### config.mk
export PLATFORM = sky130hd
export DESIGN_NAME = mpu_region_check
export DESIGN_NICKNAME = d
export VERILOG_FILES = /design/src/rtl/mpu_chk_pkg.sv /design/src/rtl/mpu_rgn_bank.sv /design/src/rtl/mpu_rgn_match.sv /design/src/rtl/mpu_access_decide.sv /design/src/rtl/mpu_region_check.sv
export SDC_FILE = /design/constraint.sdc
export NUM_CORES = 1
export LEC_CHECK = 0
export BUFFER_PORTS_ARGS = -buffer_cell sky130_fd_sc_hd__buf_2
export CAP_MARGIN = 30
export CORE_MARGIN = 4
export CORE_UTILIZATION = 30
export CTS_CLUSTER_DIAMETER = 200
export CTS_CLUSTER_SIZE = 14
export DETAILED_ROUTE_END_ITERATION = 12
export GPL_ROUTABILITY_DRIVEN = 0
export SLEW_MARGIN = 10
export SYNTH_ARGS = -nofsm -noshare
export SYNTH_HDL_FRONTEND = slang
export SYNTH_SLANG_ARGS = --single-unit
### constraint.sdc
create_clock -name clk -period 9.5 [get_ports clk]
set_input_delay 1.9 -clock clk [delete_from_list [all_inputs] [get_ports clk]]
set_output_delay 1.9 -clock clk [all_outputs]
set_load 0.03 [all_outputs]
### src/rtl/mpu_chk_pkg.sv
package mpu_chk_pkg;

    localparam int ADDR_W = 32;
    localparam int GRAN_W = 5;
    localparam int ATTR_W = 3;
    localparam logic [ADDR_W-1:0] LOW_MASK = ADDR_W'((1 << GRAN_W) - 1);

    typedef enum logic [1:0] {
        ACC_READ  = 2'b00,
        ACC_WRITE = 2'b01,
        ACC_FETCH = 2'b10,
        ACC_ALT   = 2'b11
    } acc_kind_e;

    typedef enum logic [1:0] {
        CTX_THREAD  = 2'b00,
        CTX_HARDFLT = 2'b01,
        CTX_NMI     = 2'b10,
        CTX_FMASK   = 2'b11
    } ctx_e;

    typedef enum logic [1:0] {
        SH_NON   = 2'b00,
        SH_RSVD  = 2'b01,
        SH_OUTER = 2'b10,
        SH_INNER = 2'b11
    } share_e;

    typedef struct packed {
        logic [ADDR_W-1:0] base;
        logic [ADDR_W-1:0] limit;
        logic              en;
    } win_t;

    typedef struct packed {
        logic              ro;
        logic              unpriv;
        logic              xn;
        logic [ATTR_W-1:0] attr;
    } acc_t;

    typedef struct packed {
        win_t   win;
        acc_t   acc;
        share_e share;
    } rgn_cfg_t;

    function automatic rgn_cfg_t align_rgn(input rgn_cfg_t c);
        rgn_cfg_t r;
        r = c;
        r.win.base  = c.win.base & ~LOW_MASK;
        r.win.limit = c.win.limit | LOW_MASK;
        return r;
    endfunction

    function automatic logic perm_ok(input acc_kind_e k, input logic priv, input acc_t a);
        logic rd;
        rd = priv | a.unpriv;
        case (k)
            ACC_WRITE: return rd & ~a.ro;
            ACC_FETCH: return rd & ~a.xn;
            default:   return rd;
        endcase
    endfunction

    function automatic logic ctx_bypass(input ctx_e c, input logic hfnmi);
        return (c != CTX_THREAD) && !hfnmi;
    endfunction

endpackage

### src/rtl/mpu_rgn_bank.sv
module mpu_rgn_bank
    import mpu_chk_pkg::*;
#(
    parameter int N_REG = 8,
    localparam int IDX_W = $clog2(N_REG)
) (
    input  logic                   clk,
    input  logic                   rst,
    input  logic                   wr_en,
    input  logic [IDX_W-1:0]       wr_idx,
    input  rgn_cfg_t               wr_cfg,
    input  logic                   attr_rst,
    input  logic [IDX_W-1:0]       rd_idx,
    output rgn_cfg_t               rd_cfg,
    output win_t [N_REG-1:0]       win_o,
    output acc_t [N_REG-1:0]       acc_o,
    output logic                   share_err
);

    rgn_cfg_t tbl [N_REG];
    rgn_cfg_t wr_aligned;
    logic     wr_ok;

    assign wr_aligned = align_rgn(wr_cfg);
    assign wr_ok      = wr_en && (wr_cfg.share != SH_RSVD);

    for (genvar g = 0; g < N_REG; g++) begin : g_rgn
        always_ff @(posedge clk) begin
            if (rst) begin
                tbl[g].win.base   <= '0;
                tbl[g].win.limit  <= LOW_MASK;
                tbl[g].win.en     <= 1'b0;
                tbl[g].acc.ro     <= 1'b0;
                tbl[g].acc.unpriv <= 1'b0;
                tbl[g].acc.xn     <= 1'b0;
                tbl[g].acc.attr   <= ATTR_W'(g);
                tbl[g].share      <= SH_NON;
            end else if (wr_ok && (wr_idx == IDX_W'(g))) begin
                tbl[g] <= wr_aligned;
            end else if (attr_rst) begin
                tbl[g].acc.attr <= ATTR_W'(g);
            end
        end
        assign win_o[g] = tbl[g].win;
        assign acc_o[g] = tbl[g].acc;
    end

    assign rd_cfg = tbl[rd_idx];

    always_ff @(posedge clk) begin
        if (rst) share_err <= 1'b0;
        else     share_err <= wr_en && (wr_cfg.share == SH_RSVD);
    end

endmodule

### src/rtl/mpu_rgn_match.sv
module mpu_rgn_match
    import mpu_chk_pkg::*;
#(
    parameter int N_REG = 8,
    localparam int IDX_W = $clog2(N_REG),
    localparam int CNT_W = $clog2(N_REG + 1)
) (
    input  logic [ADDR_W-1:0] addr,
    input  win_t [N_REG-1:0]  win_i,
    output logic [N_REG-1:0]  hit_vec,
    output logic [IDX_W-1:0]  sel_idx,
    output logic              multi
);

    logic [CNT_W-1:0] cnt;

    for (genvar g = 0; g < N_REG; g++) begin : g_cmp
        assign hit_vec[g] = win_i[g].en
                         && (addr >= win_i[g].base)
                         && (addr <= win_i[g].limit);
    end

    always_comb begin
        cnt     = '0;
        sel_idx = '0;
        for (int i = 0; i < N_REG; i++) begin
            if (hit_vec[i]) begin
                cnt     = cnt + 1'b1;
                sel_idx = IDX_W'(i);
            end
        end
        multi = (cnt > CNT_W'(1));
    end

endmodule

### src/rtl/mpu_access_decide.sv
module mpu_access_decide
    import mpu_chk_pkg::*;
#(
    parameter int N_REG = 8,
    localparam int IDX_W = $clog2(N_REG)
) (
    input  logic              clk,
    input  logic              rst,
    input  logic              req_valid,
    input  acc_kind_e         kind,
    input  logic              priv,
    input  ctx_e              ctx,
    input  logic              en,
    input  logic              privbg,
    input  logic              hfnmi,
    input  logic              any_hit,
    input  logic              multi,
    input  logic [IDX_W-1:0]  sel_idx,
    input  acc_t              sel_acc,
    output logic              rsp_valid,
    output logic              rsp_fault,
    output logic              rsp_hit,
    output logic [IDX_W-1:0]  rsp_region,
    output logic [ATTR_W-1:0] rsp_attr
);

    logic              n_fault;
    logic              n_hit;
    logic [IDX_W-1:0]  n_region;
    logic [ATTR_W-1:0] n_attr;

    always_comb begin
        n_fault  = 1'b0;
        n_hit    = 1'b0;
        n_region = '0;
        n_attr   = '0;
        if (!en || ctx_bypass(ctx, hfnmi)) begin
            n_fault = 1'b0;
        end else if (multi) begin
            n_fault = 1'b1;
        end else if (any_hit) begin
            n_hit    = 1'b1;
            n_region = sel_idx;
            n_attr   = sel_acc.attr;
            n_fault  = !perm_ok(kind, priv, sel_acc);
        end else begin
            n_fault = !(privbg && priv);
        end
    end

    always_ff @(posedge clk) begin
        if (rst) begin
            rsp_valid  <= 1'b0;
            rsp_fault  <= 1'b0;
            rsp_hit    <= 1'b0;
            rsp_region <= '0;
            rsp_attr   <= '0;
        end else begin
            rsp_valid  <= req_valid;
            rsp_fault  <= req_valid & n_fault;
            rsp_hit    <= req_valid & n_hit;
            rsp_region <= req_valid ? n_region : '0;
            rsp_attr   <= req_valid ? n_attr : '0;
        end
    end

endmodule

### src/rtl/mpu_region_check.sv
module mpu_region_check
    import mpu_chk_pkg::*;
#(
    parameter int N_REG = 8,
    localparam int IDX_W = $clog2(N_REG)
) (
    input  logic              clk,
    input  logic              rst,
    input  logic              cfg_we,
    input  logic [IDX_W-1:0]  cfg_idx,
    input  logic [ADDR_W-1:0] cfg_base,
    input  logic [ADDR_W-1:0] cfg_limit,
    input  logic              cfg_en,
    input  logic              cfg_ro,
    input  logic              cfg_unpriv,
    input  logic              cfg_xn,
    input  logic [1:0]        cfg_share,
    input  logic [ATTR_W-1:0] cfg_attr,
    input  logic              attr_restore,
    input  logic              ctl_we,
    input  logic              ctl_enable,
    input  logic              ctl_privbg,
    input  logic              ctl_hfnmi,
    output logic              cfg_err,
    input  logic [IDX_W-1:0]  rd_idx,
    output logic [ADDR_W-1:0] rd_base,
    output logic [ADDR_W-1:0] rd_limit,
    output logic              rd_en,
    output logic              rd_ro,
    output logic              rd_unpriv,
    output logic              rd_xn,
    output logic [1:0]        rd_share,
    output logic [ATTR_W-1:0] rd_attr,
    input  logic              req_valid,
    input  logic [ADDR_W-1:0] req_addr,
    input  logic [1:0]        req_kind,
    input  logic              req_priv,
    input  logic [1:0]        req_ctx,
    output logic              rsp_valid,
    output logic              rsp_fault,
    output logic              rsp_hit,
    output logic [IDX_W-1:0]  rsp_region,
    output logic [ATTR_W-1:0] rsp_attr
);

    logic                en_q, privbg_q, hfnmi_q;
    rgn_cfg_t            wr_cfg, rd_cfg;
    win_t [N_REG-1:0]    win_arr;
    acc_t [N_REG-1:0]    acc_arr;
    logic [N_REG-1:0]    hit_vec;
    logic [IDX_W-1:0]    sel_idx;
    logic                multi;

    always_ff @(posedge clk) begin
        if (rst) begin
            en_q     <= 1'b0;
            privbg_q <= 1'b0;
            hfnmi_q  <= 1'b0;
        end else if (ctl_we) begin
            en_q     <= ctl_enable;
            privbg_q <= ctl_privbg;
            hfnmi_q  <= ctl_hfnmi;
        end
    end

    always_comb begin
        wr_cfg.win.base   = cfg_base;
        wr_cfg.win.limit  = cfg_limit;
        wr_cfg.win.en     = cfg_en;
        wr_cfg.acc.ro     = cfg_ro;
        wr_cfg.acc.unpriv = cfg_unpriv;
        wr_cfg.acc.xn     = cfg_xn;
        wr_cfg.acc.attr   = cfg_attr;
        wr_cfg.share      = share_e'(cfg_share);
    end

    mpu_rgn_bank #(.N_REG(N_REG)) u_bank (
        .clk       (clk),
        .rst       (rst),
        .wr_en     (cfg_we),
        .wr_idx    (cfg_idx),
        .wr_cfg    (wr_cfg),
        .attr_rst  (attr_restore),
        .rd_idx    (rd_idx),
        .rd_cfg    (rd_cfg),
        .win_o     (win_arr),
        .acc_o     (acc_arr),
        .share_err (cfg_err)
    );

    assign rd_base   = rd_cfg.win.base;
    assign rd_limit  = rd_cfg.win.limit;
    assign rd_en     = rd_cfg.win.en;
    assign rd_ro     = rd_cfg.acc.ro;
    assign rd_unpriv = rd_cfg.acc.unpriv;
    assign rd_xn     = rd_cfg.acc.xn;
    assign rd_share  = rd_cfg.share;
    assign rd_attr   = rd_cfg.acc.attr;

    mpu_rgn_match #(.N_REG(N_REG)) u_match (
        .addr    (req_addr),
        .win_i   (win_arr),
        .hit_vec (hit_vec),
        .sel_idx (sel_idx),
        .multi   (multi)
    );

    mpu_access_decide #(.N_REG(N_REG)) u_decide (
        .clk        (clk),
        .rst        (rst),
        .req_valid  (req_valid),
        .kind       (acc_kind_e'(req_kind)),
        .priv       (req_priv),
        .ctx        (ctx_e'(req_ctx)),
        .en         (en_q),
        .privbg     (privbg_q),
        .hfnmi      (hfnmi_q),
        .any_hit    (|hit_vec),
        .multi      (multi),
        .sel_idx    (sel_idx),
        .sel_acc    (acc_arr[sel_idx]),
        .rsp_valid  (rsp_valid),
        .rsp_fault  (rsp_fault),
        .rsp_hit    (rsp_hit),
        .rsp_region (rsp_region),
        .rsp_attr   (rsp_attr)
    );

endmodule

==> metrics.log <==
[metrics] number of DRC markers after the initial detailed-route iteration: between 2000 and 2500
[metrics] number of setup violations in the final report: 0
[metrics] total setup buffers inserted after CTS: 0
[metrics] final antenna-violating net count: 0
[metrics] clock insertion delay at the later pin of the skew report: 0.60 ns
[metrics] clk_skew: 0.0123 ns
[metrics] run status: finished, final reports clean
[metrics] I/O Pins: 208
[metrics] level count of the clock H-tree: 2
[metrics] Largest stage delay, worst path: between 0.8 and 0.9 ns
[metrics] peak supply drop: 0.107 mV
[metrics] delay-heaviest family, CP: simple AND/OR/NAND/NOR gates
[metrics] post-synthesis sequential element count: 517
[metrics] Unique masters post-synth: 95
[metrics] CP Capture Type: register
[metrics] fin nets: 3839
[metrics] buffers plus inverters on the worst setup path: 4
[metrics] ys flop type: edfxtp_1
[metrics] power density over the cells: 144 mW/mm2
[metrics] critical path class: in2reg
[metrics] Initial Utilization: between 30% and 40%
[metrics] Layout area overhead: 12.1%
[metrics] setup repair after global routing missed its margin: no
[metrics] required time of the critical path: 10.02 ns
[metrics] Cell Count Post-Placement: 4749
[metrics] post-route non-filler standard cell count: 4826
[metrics] number of buffers inserted by port buffering: 187
[metrics] signal arrival time at the worst endpoint: 8.66 ns
[metrics] crit path launch type: primary input
[metrics] class of the tightest hold or removal check: reg2reg
[metrics] final routed wire length divided by cell count: 25.2 um
[metrics] Async S/R FF share, synth: 0%
[metrics] antenna violations before repair: 38
[metrics] commonest cells after routing, fill and taps aside: edfxtp_1, and2_1, inv_1
[metrics] Worst Hold Slack: 0.507 ns
[metrics] clock slew at reported path FFs: 0.07 ns
[metrics] number of gates on the worst path with buffers counted: 27
[metrics] Mean Syn Cell Area: 11.4 um2
[metrics] P_leak: between 0.015 and 0.02 uW
[metrics] switching component of the power: 1720 uW
[metrics] number of cells upsized or downsized after cts: 0
[metrics] capturing instance or port of the critical path: u_decide.rsp_region[0]
[metrics] actual transition at the worst max-transition pin: around 1.0 ns
[metrics] achievable frequency: 123 MHz
[metrics] capture point of the worst reg-to-reg path: u_decide.rsp_region[0]
[metrics] cell internal power dissipation: 3980 uW
[metrics] iteration count of the initial detailed-routing pass: 6
[metrics] total half-perimeter wirelength after legalization and detailed placement: between 80000 and 90000 um
[metrics] clk sink count: 517
[metrics] pin count of the biggest net entering global routing: 86
[metrics] fraction of final layout cells sized beyond drive strength 1: between 15 and 20%
[metrics] count of unresolved DRC violations after routing: 0
[metrics] start point of the critical path: req_addr[17]
[metrics] library cell contributing the largest single delay on the critical path: nor4_1
[metrics] count of cells along the worst hold path: 2
[metrics] TritonCTS clock tree: built
[metrics] die span in x: 351 um
[metrics] number of enable flip-flop cells after synthesis: 504
[metrics] Max Fanout on Critical Path: 10
[metrics] number of instances in the synthesized netlist: a little over 3000
[metrics] Final Hold Violating Endpoints: 0
[metrics] final clock period utilization by the worst path: 85.7%
[metrics] routed via count: 25100
[metrics] via count of the first global-routing pass: 25300
[metrics] sequential cell fraction of total power: 48.0%
[metrics] total grt overflow: 0
[metrics] most common library cell in the layout ignoring fill and taps: edfxtp_1
[metrics] most repeated library cell on the critical path: ha_1
[metrics] share of power burned in the clock network: 29.6%
[metrics] fraction of power spent switching nets: 30.2%
[metrics] Slew headroom: 30.4%
[metrics] All-Layer GR Usage: 19.5%
[metrics] Std-Cell Core Area: 0.116 mm2
[metrics] number of buffers inserted during clock tree synthesis: 42
[metrics] worst setup slack for register-to-register paths: 2.59 ns
[metrics] max-capacitance violation count: 0
[metrics] Root Buffer: clkbuf_16
[metrics] source of the worst register-to-register timing path: u_bank.tbl[1][35]
[metrics] number of cell instances on the worst register-to-register path: 26
[metrics] global-route wire length before repair: 175000 um
[metrics] Syn Std Cell Area: 0.0352 mm2
[metrics] Max Slew Vio Count: 0
[metrics] Die Y: between 300 and 400 um
[metrics] sequential area share after synthesis: 43.7%
[metrics] wire length after detailed routing: roughly 120000 um
[metrics] via count normalized by instance count: 5.20
[metrics] FP Rows: 125
[metrics] Final Util: 34.0%
[metrics] clock tree buffer depth: 3
[metrics] Yosys warning total: 0
[metrics] die outline area: 0.123 mm2
[metrics] combinational share of power: between 20% and 30%
[metrics] crit path time final: 8.14 ns
[metrics] count of hold-fix buffers inserted at cts: 0
[metrics] Setup TNS: 0 ns
-- power by group through the flow --
stage                     registers, uW  logic (uW)  clock network [uW]
after floorplan                    2750         806                   0
after global placement             2780        1250                   0
after detailed placement           2780        1270                   0
after CTS                          2730        1280                1720
after global routing               2750        1390                1800
final                              2730        1270                1690
-- synthesized netlist by cell type, drive strengths merged (22+ instances only) --
library cell	number	area [um2]
and2	500	3130
ha	442	5530
mux2i	22	220
nor3	23	120
a21oi	146	734
a21o	54	405
nand2	97	364
mux4	126	2840
nand3	47	235
clkbuf	78	293
nor2	67	274
inv	455	1710
o21ai	72	360
buf	25	144
edfxtp	504	15100
mux2	65	732
nand4	78	488
nand2b	24	150
-- layer usage --
| layer | global-route usage (%) | up-vias | part of all wire (%) |
|---|---|---|---|
| met5 | 0 | - | 0.11 |
| met4 | 6.60 | 22 | 3.7 |
| met3 | 4.64 | 222 | 8.3 |
| met2 | 32.3 | 977 | 47 |
| met1 | 25.1 | 12400 | 41 |
| li1 | - | 11500 | - |
-- layout make-up --
| type | count | area (um2) |
|---|---|---|
| clock buffers | 54 | 1160 |
| well taps | 1524 | 1910 |
| diodes | 20 | 50.0 |
| flip-flops and latches | 517 | 15400 |
| inverters | 455 | 1710 |
| fillers | 11600 | 76900 |
| multi-input cells | 2017 | 17900 |
| repair buffers | 239 | 1420 |
-- how the worst min path moves through the flow --
stage	start	end	slack, ns
after floorplan	en_q	en_q	0.46
after global placement	en_q	en_q	0.48
after detailed placement	hfnmi_q	hfnmi_q	0.49
after CTS	en_q	en_q	0.51
after global routing	en_q	en_q	0.56
final	en_q	en_q	0.51
-- through the flow --
| step | total power (uW) | area (um2) | setup WS [ns] |
|---|---|---|---|
| after detailed placement | 4050 | 38300 | 0.820 |
| final | 5700 | 39500 | 1.36 |
| after global placement | 4030 | 38200 | 0.794 |
| after CTS | 5730 | 39400 | 1.43 |
| after floorplan | 3560 | 35300 | 1.98 |
| after global routing | 5940 | 39500 | 0.952 |
-- logic make-up after synthesis --
logic type | after synthesis | share of synthesized area (%)
DFF | 517 | 43.7
other | 2 | 0.0213
muxes | 213 | 10.8
and+or+nand+nor | 918 | 15.2
adders and majority gates | 442 | 15.7
buffers and inverters | 558 | 6.08
xor gates and xnor gates | 13 | 0.511
AOI/OAI and AO/OA | 421 | 8.10
-- state kept, by name, summed over array words and instances, names as in the netlist --
register             flops
u_bank.tbl             504
u_decide.rsp_attr        3
u_decide.rsp_region      3
en_q                     1
hfnmi_q                  1
privbg_q                 1
u_bank.share_err         1
u_decide.rsp_fault       1
u_decide.rsp_hit         1
u_decide.rsp_valid       1
-- worst min-delay path, delay by kind of cell (launching register included) --
family,cells,cell delay [ns]
flip-flops,1,0.33
AND/OR/NAND/NOR,1,0.07
multiplexers,1,0.07
Note: power is estimated with default switching activity, not from simulation.
